[src/rtl/seqcpu_pkg.sv]
package seqcpu_pkg;

  localparam logic [7:0] OP_LDI  = 8'hA9;
  localparam logic [7:0] OP_CALL = 8'h20;
  localparam logic [7:0] OP_RET  = 8'h60;

  typedef enum logic [3:0] {
    ST_FETCH,
    ST_DECODE,
    ST_LDI_RD,
    ST_LDI_EX,
    ST_CALL_RDLO,
    ST_CALL_LO,
    ST_CALL_HI,
    ST_CALL_PUSHH,
    ST_CALL_PUSHL,
    ST_RET_INC,
    ST_RET_RDLO,
    ST_RET_LO,
    ST_RET_EX,
    ST_HALT
  } seqState_t;

  typedef enum logic {
    ADDR_PC,
    ADDR_STACK
  } addrSel_t;

  // Strobes from sequencer to datapath
  typedef struct packed {
    addrSel_t addrSel;
    logic     memRd;
    logic     memWr;
    logic     wrHigh;
    logic     pcInc;
    logic     pcJump;
    logic     pcReturn;
    logic     accLoad;
    logic     tmpLoLoad;
    logic     tmpHiLoad;
    logic     spInc;
    logic     spDec;
  } ctlStrobe_t;

endpackage

[src/rtl/seqcpu_ctrl.sv]
module seqcpu_ctrl
  import seqcpu_pkg::*;
#(
  parameter int DATA_W = 8
) (
  input  logic              clk,
  input  logic              rstN,
  input  logic [DATA_W-1:0] rdData,
  output ctlStrobe_t        ctl,
  output logic              halted,
  output logic              retire
);

  seqState_t state, nextState;

  always_ff @(posedge clk) begin
    if (!rstN) state <= ST_FETCH;
    else       state <= nextState;
  end

  always_comb begin
    ctl         = '0;
    ctl.addrSel = ADDR_PC;
    nextState   = state;
    retire      = 1'b0;
    case (state)
      ST_FETCH: begin
        ctl.memRd = 1'b1;
        nextState = ST_DECODE;
      end
      ST_DECODE: begin
        ctl.pcInc = 1'b1;
        case (rdData)
          DATA_W'(OP_LDI):  nextState = ST_LDI_RD;
          DATA_W'(OP_CALL): nextState = ST_CALL_RDLO;
          DATA_W'(OP_RET):  nextState = ST_RET_INC;
          default:          nextState = ST_HALT;
        endcase
      end
      ST_LDI_RD: begin
        ctl.memRd = 1'b1;
        ctl.pcInc = 1'b1;
        nextState = ST_LDI_EX;
      end
      ST_LDI_EX: begin
        ctl.accLoad = 1'b1;
        retire      = 1'b1;
        nextState   = ST_FETCH;
      end
      ST_CALL_RDLO: begin
        ctl.memRd = 1'b1;
        ctl.pcInc = 1'b1;
        nextState = ST_CALL_LO;
      end
      ST_CALL_LO: begin
        ctl.tmpLoLoad = 1'b1;
        ctl.memRd     = 1'b1;
        nextState     = ST_CALL_HI;
      end
      ST_CALL_HI: begin
        ctl.tmpHiLoad = 1'b1;
        nextState     = ST_CALL_PUSHH;
      end
      ST_CALL_PUSHH: begin
        ctl.addrSel = ADDR_STACK;
        ctl.memWr   = 1'b1;
        ctl.wrHigh  = 1'b1;
        ctl.spDec   = 1'b1;
        nextState   = ST_CALL_PUSHL;
      end
      ST_CALL_PUSHL: begin
        ctl.addrSel = ADDR_STACK;
        ctl.memWr   = 1'b1;
        ctl.spDec   = 1'b1;
        ctl.pcJump  = 1'b1;
        retire      = 1'b1;
        nextState   = ST_FETCH;
      end
      ST_RET_INC: begin
        ctl.spInc = 1'b1;
        nextState = ST_RET_RDLO;
      end
      ST_RET_RDLO: begin
        ctl.addrSel = ADDR_STACK;
        ctl.memRd   = 1'b1;
        ctl.spInc   = 1'b1;
        nextState   = ST_RET_LO;
      end
      ST_RET_LO: begin
        ctl.addrSel   = ADDR_STACK;
        ctl.memRd     = 1'b1;
        ctl.tmpLoLoad = 1'b1;
        nextState     = ST_RET_EX;
      end
      ST_RET_EX: begin
        ctl.pcReturn = 1'b1;
        retire       = 1'b1;
        nextState    = ST_FETCH;
      end
      ST_HALT:  nextState = ST_HALT;
      default:  nextState = ST_HALT;
    endcase
  end

  assign halted = (state == ST_HALT);

  p_one_access_r2: assert property (@(posedge clk) disable iff (!rstN)
    $onehot0({ctl.memRd, ctl.memWr}));

  p_halt_sticky_r9: assert property (@(posedge clk) disable iff (!rstN)
    halted |=> halted);

  p_halt_quiet_r9: assert property (@(posedge clk) disable iff (!rstN)
    halted |-> (!ctl.memRd && !ctl.memWr && !retire));

  p_retire_then_fetch_r11: assert property (@(posedge clk) disable iff (!rstN)
    retire |=> (ctl.memRd && ctl.addrSel == ADDR_PC && !retire));

endmodule

[src/rtl/seqcpu_dpath.sv]
module seqcpu_dpath
  import seqcpu_pkg::*;
#(
  parameter int DATA_W = 8,
  parameter logic [DATA_W-1:0] STACK_PAGE = 8'h01,
  parameter logic [DATA_W-1:0] SP_INIT = 8'hFF,
  localparam int ADDR_W = 2 * DATA_W
) (
  input  logic              clk,
  input  logic              rstN,
  input  logic [ADDR_W-1:0] startAddr,
  input  ctlStrobe_t        ctl,
  input  logic [DATA_W-1:0] rdData,
  output logic [ADDR_W-1:0] memAddr,
  output logic [DATA_W-1:0] memWData,
  output logic [ADDR_W-1:0] pc,
  output logic [DATA_W-1:0] sp,
  output logic [DATA_W-1:0] acc,
  output logic              zFlag,
  output logic              nFlag
);

  logic [DATA_W-1:0] tmpLo, tmpHi;

  always_ff @(posedge clk) begin
    if (!rstN) begin
      pc <= startAddr;
    end else if (ctl.pcJump) begin
      pc <= {tmpHi, tmpLo};
    end else if (ctl.pcReturn) begin
      pc <= {rdData, tmpLo} + ADDR_W'(1);
    end else if (ctl.pcInc) begin
      pc <= pc + ADDR_W'(1);
    end
  end

  always_ff @(posedge clk) begin
    if (!rstN)          sp <= SP_INIT;
    else if (ctl.spDec) sp <= sp - DATA_W'(1);
    else if (ctl.spInc) sp <= sp + DATA_W'(1);
  end

  always_ff @(posedge clk) begin
    if (!rstN) begin
      acc   <= '0;
      zFlag <= 1'b0;
      nFlag <= 1'b0;
    end else if (ctl.accLoad) begin
      acc   <= rdData;
      zFlag <= (rdData == '0);
      nFlag <= rdData[DATA_W-1];
    end
  end

  always_ff @(posedge clk) begin
    if (!rstN) begin
      tmpLo <= '0;
      tmpHi <= '0;
    end else begin
      if (ctl.tmpLoLoad) tmpLo <= rdData;
      if (ctl.tmpHiLoad) tmpHi <= rdData;
    end
  end

  assign memAddr  = (ctl.addrSel == ADDR_STACK) ? {STACK_PAGE, sp} : pc;
  assign memWData = ctl.wrHigh ? pc[ADDR_W-1:DATA_W] : pc[DATA_W-1:0];

  p_zero_matches_r5: assert property (@(posedge clk) disable iff (!rstN)
    zFlag |-> (acc == '0));

  p_neg_matches_r5: assert property (@(posedge clk) disable iff (!rstN)
    nFlag |-> acc[DATA_W-1]);

  p_write_in_stack_page_r7: assert property (@(posedge clk) disable iff (!rstN)
    ctl.memWr |-> (memAddr[ADDR_W-1:DATA_W] == STACK_PAGE));

  p_sp_single_step_r10: assert property (@(posedge clk) disable iff (!rstN)
    !$stable(sp) |-> (sp == $past(sp) + DATA_W'(1) || sp == $past(sp) - DATA_W'(1)));

endmodule

[src/rtl/seqcpu.sv]
module seqcpu
  import seqcpu_pkg::*;
#(
  parameter int DATA_W = 8,
  parameter logic [DATA_W-1:0] STACK_PAGE = 8'h01,
  parameter logic [DATA_W-1:0] SP_INIT = 8'hFF,
  localparam int ADDR_W = 2 * DATA_W
) (
  input  logic              clk,
  input  logic              rstN,
  input  logic [ADDR_W-1:0] startAddr,
  output logic [ADDR_W-1:0] memAddr,
  output logic              memRd,
  output logic              memWr,
  output logic [DATA_W-1:0] memWData,
  input  logic [DATA_W-1:0] memRData,
  output logic              halted,
  output logic              retire,
  output logic [ADDR_W-1:0] pcOut,
  output logic [DATA_W-1:0] spOut,
  output logic [DATA_W-1:0] accOut,
  output logic              zeroFlag,
  output logic              negFlag
);

  ctlStrobe_t ctl;

  seqcpu_ctrl #(.DATA_W(DATA_W)) ctrl_i (
    .clk    (clk),
    .rstN   (rstN),
    .rdData (memRData),
    .ctl    (ctl),
    .halted (halted),
    .retire (retire)
  );

  seqcpu_dpath #(
    .DATA_W     (DATA_W),
    .STACK_PAGE (STACK_PAGE),
    .SP_INIT    (SP_INIT)
  ) dpath_i (
    .clk       (clk),
    .rstN      (rstN),
    .startAddr (startAddr),
    .ctl       (ctl),
    .rdData    (memRData),
    .memAddr   (memAddr),
    .memWData  (memWData),
    .pc        (pcOut),
    .sp        (spOut),
    .acc       (accOut),
    .zFlag     (zeroFlag),
    .nFlag     (negFlag)
  );

  assign memRd = ctl.memRd;
  assign memWr = ctl.memWr;

endmodule

[config.mk]
export PLATFORM = sky130hd
export DESIGN_NAME = seqcpu
export DESIGN_NICKNAME = d
export VERILOG_FILES = /design/src/rtl/seqcpu_pkg.sv /design/src/rtl/seqcpu_ctrl.sv /design/src/rtl/seqcpu_dpath.sv /design/src/rtl/seqcpu.sv
export SDC_FILE = /design/constraint.sdc
export NUM_CORES = 1
export LEC_CHECK = 0
export CORE_MARGIN = 4
export CORE_UTILIZATION = 51
export DETAILED_ROUTE_END_ITERATION = 8
export PLACE_DENSITY = 0.82
export SLEW_MARGIN = 10
export SYNTH_ARGS = -nofsm -noshare
export SYNTH_HDL_FRONTEND = slang
export SYNTH_SLANG_ARGS = --single-unit
[constraint.sdc]
create_clock -name clk -period 4.5 [get_ports clk]
set_input_delay 0.9 -clock clk [delete_from_list [all_inputs] [get_ports clk]]
set_output_delay 0.9 -clock clk [all_outputs]
set_load 0.03 [all_outputs]
* Word level (Yosys, flattened, before mapping)
Index checks and enable logic that the tools add are counted.
Widths: inputs -> output; s select.
** Storage, ports and cells
- Bits in registers :: 54
- Input port bits :: 26
- Output and inout port bits :: 62
- Logic and storage cells :: 61
** Cells by class
- $add $sub $neg :: 4
- Equal/unequal tests :: 17
- Mux-type cells :: 22
- Reductions and logical operators :: 10
** Operators with widths (count)
- $mux 16 :: 5
- $pmux 4 s11 :: 1
- $add 16x1->16 const B :: 2
- $eq 4x4->1 const B :: 6
- $mux 8 :: 3
- $eq 4x3->1 const B :: 4
- $mux 1 :: 12
- $pmux 4 s3 :: 1
- $add 8x1->8 const B :: 1
- $eq 4x2->1 const B :: 2
- $eq 8x6->1 const B :: 1
- $eq 8x7->1 const B :: 1
- $eq 8x8->1 const B :: 1
- $logic_not 8->1 :: 1
- $sub 8x1->8 const B :: 1
- $reduce_or 2->1 :: 3
- $reduce_or 3->1 :: 2
- $reduce_or 6->1 :: 1
- $eq 4x1->1 const B :: 1
- $logic_not 4->1 :: 1
- $ne 4x1->1 const B :: 1
- $reduce_or 4->1 :: 1
- $reduce_bool 2->1 :: 1

* Depth between registers and ports, before layout
Gate-level depths: netlist of run 1.
- Word-level depth :: 7
- Gate-level depth with buffers :: 14
- Depth with buffers taken out :: 9

* Hierarchy
From an unflattened synthesis of run 1, not the netlist that was laid out.
** Second synthesis, totals
- Cells, all modules :: 417
- Area, all modules :: 3717.3 sq um
** Modules (own cells, without submodules)
- seqcpu_dpath :: times used 1, cells each 351, area an instance 3281.9 sq um, seq. area each 1141.1 sq um
- seqcpu_ctrl :: times used 1, cells each 66, area an instance 435.4 sq um, seq. area each 80.1 sq um

* Least setup slack after synthesis of run 1
Ideal clock, no wire load.
- Path type :: reg2reg
- Start :: reg ctrl_i.state[3]
- End :: reg dpath_i.pc[0], enable pin
- Arrival time :: 2.674 ns
- Data required time :: 4.053 ns
- Path slack :: 1.379 ns
- Stages on the path, launching flop included :: 4
- Clock period less this slack :: 3.121 ns
- Cells stage by stage :: dfxtp_1 > buf_2 > clkbuf_1 > o311ai_0
** On the way
- Longest elaborated chain between the ends :: 4
- Elaborated cells on any way between the ends :: 10
** RTL lines
- start: declaration :: RTL line seqcpu_ctrl.sv:14 : seqState_t state, nextState;
- start signal: assignment :: RTL line seqcpu_ctrl.sv:18 : else state <= nextState;
- $eq 4x1->1, or another cell as far along :: RTL line seqcpu_ctrl.sv:26 : case (state)
- $reduce_or 3->1 (no source line)
- $mux 1 :: RTL line seqcpu_ctrl.sv:26
- $ne 4x1->1 (no source line) (*)
- end signal: assignment :: RTL line seqcpu_dpath.sv:27 : pc <= startAddr;
- end signal: assignment :: RTL line seqcpu_dpath.sv:29 : pc <= {tmpHi, tmpLo};
- end signal: assignment :: RTL line seqcpu_dpath.sv:31 : pc <= {rdData, tmpLo} + ADDR_W'(1);
- end: declaration :: RTL line seqcpu_dpath.sv:16 : output logic [ADDR_W-1:0] pc,
Every way passes the cells marked *; elsewhere a longest branch is shown, timed or not.
A chain may end at the register's enable or synchronous reset.

* Worst setup path in the final report of run 1
- Start :: reg ctrl_i.state[3]
- End :: out memAddr[7]
** On the way
- Longest elaborated chain between the ends :: 4
- Elaborated cells on any way between the ends :: 7
** RTL lines
- $eq 4x3->1 / $eq 4x4->1 (equally long branches) :: RTL line seqcpu_ctrl.sv:26
- $reduce_or 4->1 (no source line) (*)
- $mux 1 (*) :: RTL line seqcpu_ctrl.sv:26
- $mux 16 (*) :: RTL line seqcpu_dpath.sv:65 : assign memAddr = (ctl.addrSel == ADDR_STACK) ? {STACK_PAGE, sp} : pc;
- end: declaration :: RTL line seqcpu.sv:12 : output logic [ADDR_W-1:0] memAddr,
Marked as above.

==> key figures, run 1 <==
Placement
  • HPWL reported at the end of detailed placement: 7417 um
  • Place WS: 0.9315 ns
  • Post-Place Cells: 591
  • I/O Buffers: 87
  • Cell Area, Placed: 0.004562 mm^2
  • GP Congestion: 0.8869

Synth
  • Mapped Nets: 477
  • Area leader, netlist: dfxtp_1
  • Synth warn: 0
  • Mapped cell area: 0.003727 mm^2
  • Area contributors post-synth: dfxtp_1 20%, edfxtp_1 13%, nand2_1 6.4%
  • Number of flops mapped to enable cells by yosys: 16
  • Synth top cells by count: 64 x nand2_1, 37 x dfxtp_1, 20 x a21oi_1, 20 x clkbuf_1, 20 x nand3_1
  • Mapped Cells: 443
  • Seq cells post-synth: 53
  • Ys async rst share: 0
  • Synth Flop Type: dfxtp_1
  • Synth unique cells: 63
  • Post-synth top area share: 0.1987
  • Post-synthesis sequential area ratio: 0.3276
  • Most frequent cell after synthesis: nand2_1
  • Syn_area_per_cell: 8.414 um^2

Cells and area
  • Layout Cells excl Fill: 599
  • Syn-to-layout area delta: 25.01%
  • Layout cells sized above 1: 0.07555
  • Nets@finish: 536
  • Post-route cell area: 0.004659 mm^2
  • Core Util, Final: 0.6710
  • # diodes: 0

Die
  • I/O pin count: 88
  • Die ar.: 0.008740 mm^2
  • Die span in x: 93.49 um
  • Site Rows: 30
  • Chip height: 93.49 um
  • Initial core utilization: 0.5368
  • Placeable Area: 0.006944 mm^2

Drt
  • Post-route DRC: 0
  • WL/cell: 17.27 um
  • Initial DRC count: 330
  • Pre-antenna DRT Iters: 5
  • DR vias/cell: 6.110
  • Antenna Nets Post-Route: 0
  • Total Wirelength: 10,340 um
  • Routed vias: 3,660

Power and ir drop
  • Switching Share: 0.4741
  • VDD IR max: 0.0002509 V
  • Power per cell area: 617.0 mW/mm^2
  • Logic pwr share: 0.598
  • Net Sw Power: 1.363 mW
  • Reg power frac: 0.299
  • Leakage Power: 1.780 nW
  • Internal power: 1.512 mW
  • Total Power: 2.875 mW
  • Clock network fraction of total power: 0.103

Clock network
  • CTS tree: done
  • Clk sink count: 53
  • Clock Path Buffers: 2
  • Worst-path clk slew: 0.11 ns
  • Root Buffer: clkbuf_8
  • H-tree lvl count: 2
  • Worst skew pair latency: 0.32 ns
  • Setup Buffers After CTS: 0
  • PostCTS Resize Cnt: 0
  • Hold-fix buffers at CTS: 0
  • CTS Buf Count: 5

Timing
  • Total Neg Setup Slack: 0 ns
  • Final hold vios: 0
  • Max-slew violation count: 0
  • Fin Hold WS: 0.4743 ns
  • Max Clk Rate: 254.5 MHz
  • Setup ws final: 0.5700 ns
  • Final Setup Violations: 0
  • Tmin final: 3.930 ns
  • Slew HR: 0.2672
  • Period Utilization, post-route: 0.8733
  • Clk_skew: 0.01064 ns
  • RSZ-0062 raised after global routing: no
  • Least-Margin Pin Slew: 1.097 ns

Critical path
  • Setup Crit Path Kind: reg2out
  • CP Capture Type: output port
  • Crit path max fanout: 22
  • Worst path arrival time: 3.03 ns
  • CP Data Required Time: 3.60 ns
  • Critical Path Start Type: register

Global route
  • GRT overflow: 0
  • Initial antenna violation count: 0
  • Total GRT Usage: 0.2364
  • Largest net degree at the start of global routing: 39
  • Number of global-route vias before repair: 3,360
  • First-pass GRT wire length: 16,670 um

Outcome
  • Status: complete, no violations

Flow run
  • Max Cap Viol: 0

Min path
  • Worst Hold Class: reg2reg
==> flip-flops by register name, summed over array words and instances (netlist names) <==
register / flops
dpath_i.sp: 8
dpath_i.zFlag: 1
dpath_i.pc: 16
dpath_i.tmpHi: 8
ctrl_i.state: 4
dpath_i.acc: 8
dpath_i.tmpLo: 8
==> path summary, 6_finish.rpt <==
| check | start | end | slack (ns) | depth (start not counted) |
|---|---|---|---|---|
| max | ctrl_i.state[3] | memAddr[7] | 0.57 | 5 |
| min | dpath_i.tmpHi[2] | dpath_i.tmpHi[2] | 0.47 | 2 |
| max reg2reg | ctrl_i.state[3] | dpath_i.pc[14] | 1.02 | 9 |
| min reg2reg | dpath_i.tmpHi[2] | dpath_i.tmpHi[2] | 0.47 | 2 |
==> layer usage <==
layer,vias up,share of wire,track usage
met3,16,0.089,0.04023
met1,1734,0.42,0.3270
met4,0,0.013,0.05495
li1,1723,-,-
met5,-,0,0
met2,187,0.48,0.3842
==> cell families (layout without fill, tap and decap cells) <==
group | after synthesis | count (layout) | share of synthesized area
multiplexers | 36 | 36 | 0.1031
flip-flops | 53 | 53 | 0.3276
adder cells (fa/ha/maj) | 8 | 8 | 0.02887
XOR/XNOR | 15 | 15 | 0.03525
AND/OR/NAND/NOR | 179 | 179 | 0.2571
buffers and inverters | 47 | 107 | 0.05874
AO/OA/AOI/OAI | 105 | 105 | 0.1893
==> power groups by stage <==
| stage | sequential, mW | combinational, mW | clock (mW) |
|---|---|---|---|
| final | 0.860 | 1.72 | 0.295 |
| after CTS | 0.854 | 1.72 | 0.302 |
| after detailed placement | 0.865 | 1.71 | 0 |
| after global placement | 0.859 | 1.68 | 0 |
| after global routing | 0.884 | 1.84 | 0.316 |
| after floorplan | 0.933 | 1.03 | 0 |
==> layout make-up <==
cell class                 count  area [um^2]
timing repair buffer          91        895.9
clock buffer                   5        68.82
tap                           96        120.1
clock inverter                 3        28.78
multi-input combinational    343         2295
inverter                       8        30.03
fill                         581         2285
sequential                    53         1221
==> layout by cell type (no fill, tap or decap), types with 16 or more instances in the layout <==
| cell type | n |
|---|---|
| nand2_1 | 64 |
| nand3_1 | 20 |
| nor2b_1 | 17 |
| mux2_2 | 18 |
| o21ai_0 | 17 |
| edfxtp_1 | 16 |
| dfxtp_1 | 37 |
| clkdlybuf4s50_1 | 86 |
| mux2i_1 | 17 |
| a21oi_1 | 20 |
==> critical path, stage by stage (launching register included) <==
cell and delay [ns]:
dfxtp_1 0.74, nand4b_1 0.20, buf_4 0.22, o21a_1 0.55, mux2_2 0.41, clkdlybuf4s50_1 0.59
Note: power is estimated with default switching activity, not from simulation.
==> inputs of run 2 (changes only) <==
Settings changed: ABC_CLOCK_PERIOD_IN_PS set to 4500, HOLD_SLACK_MARGIN set to 0.06.
==> results of run 2 <==
No change in the layout: final DEF, timing and power equal those of run 1.
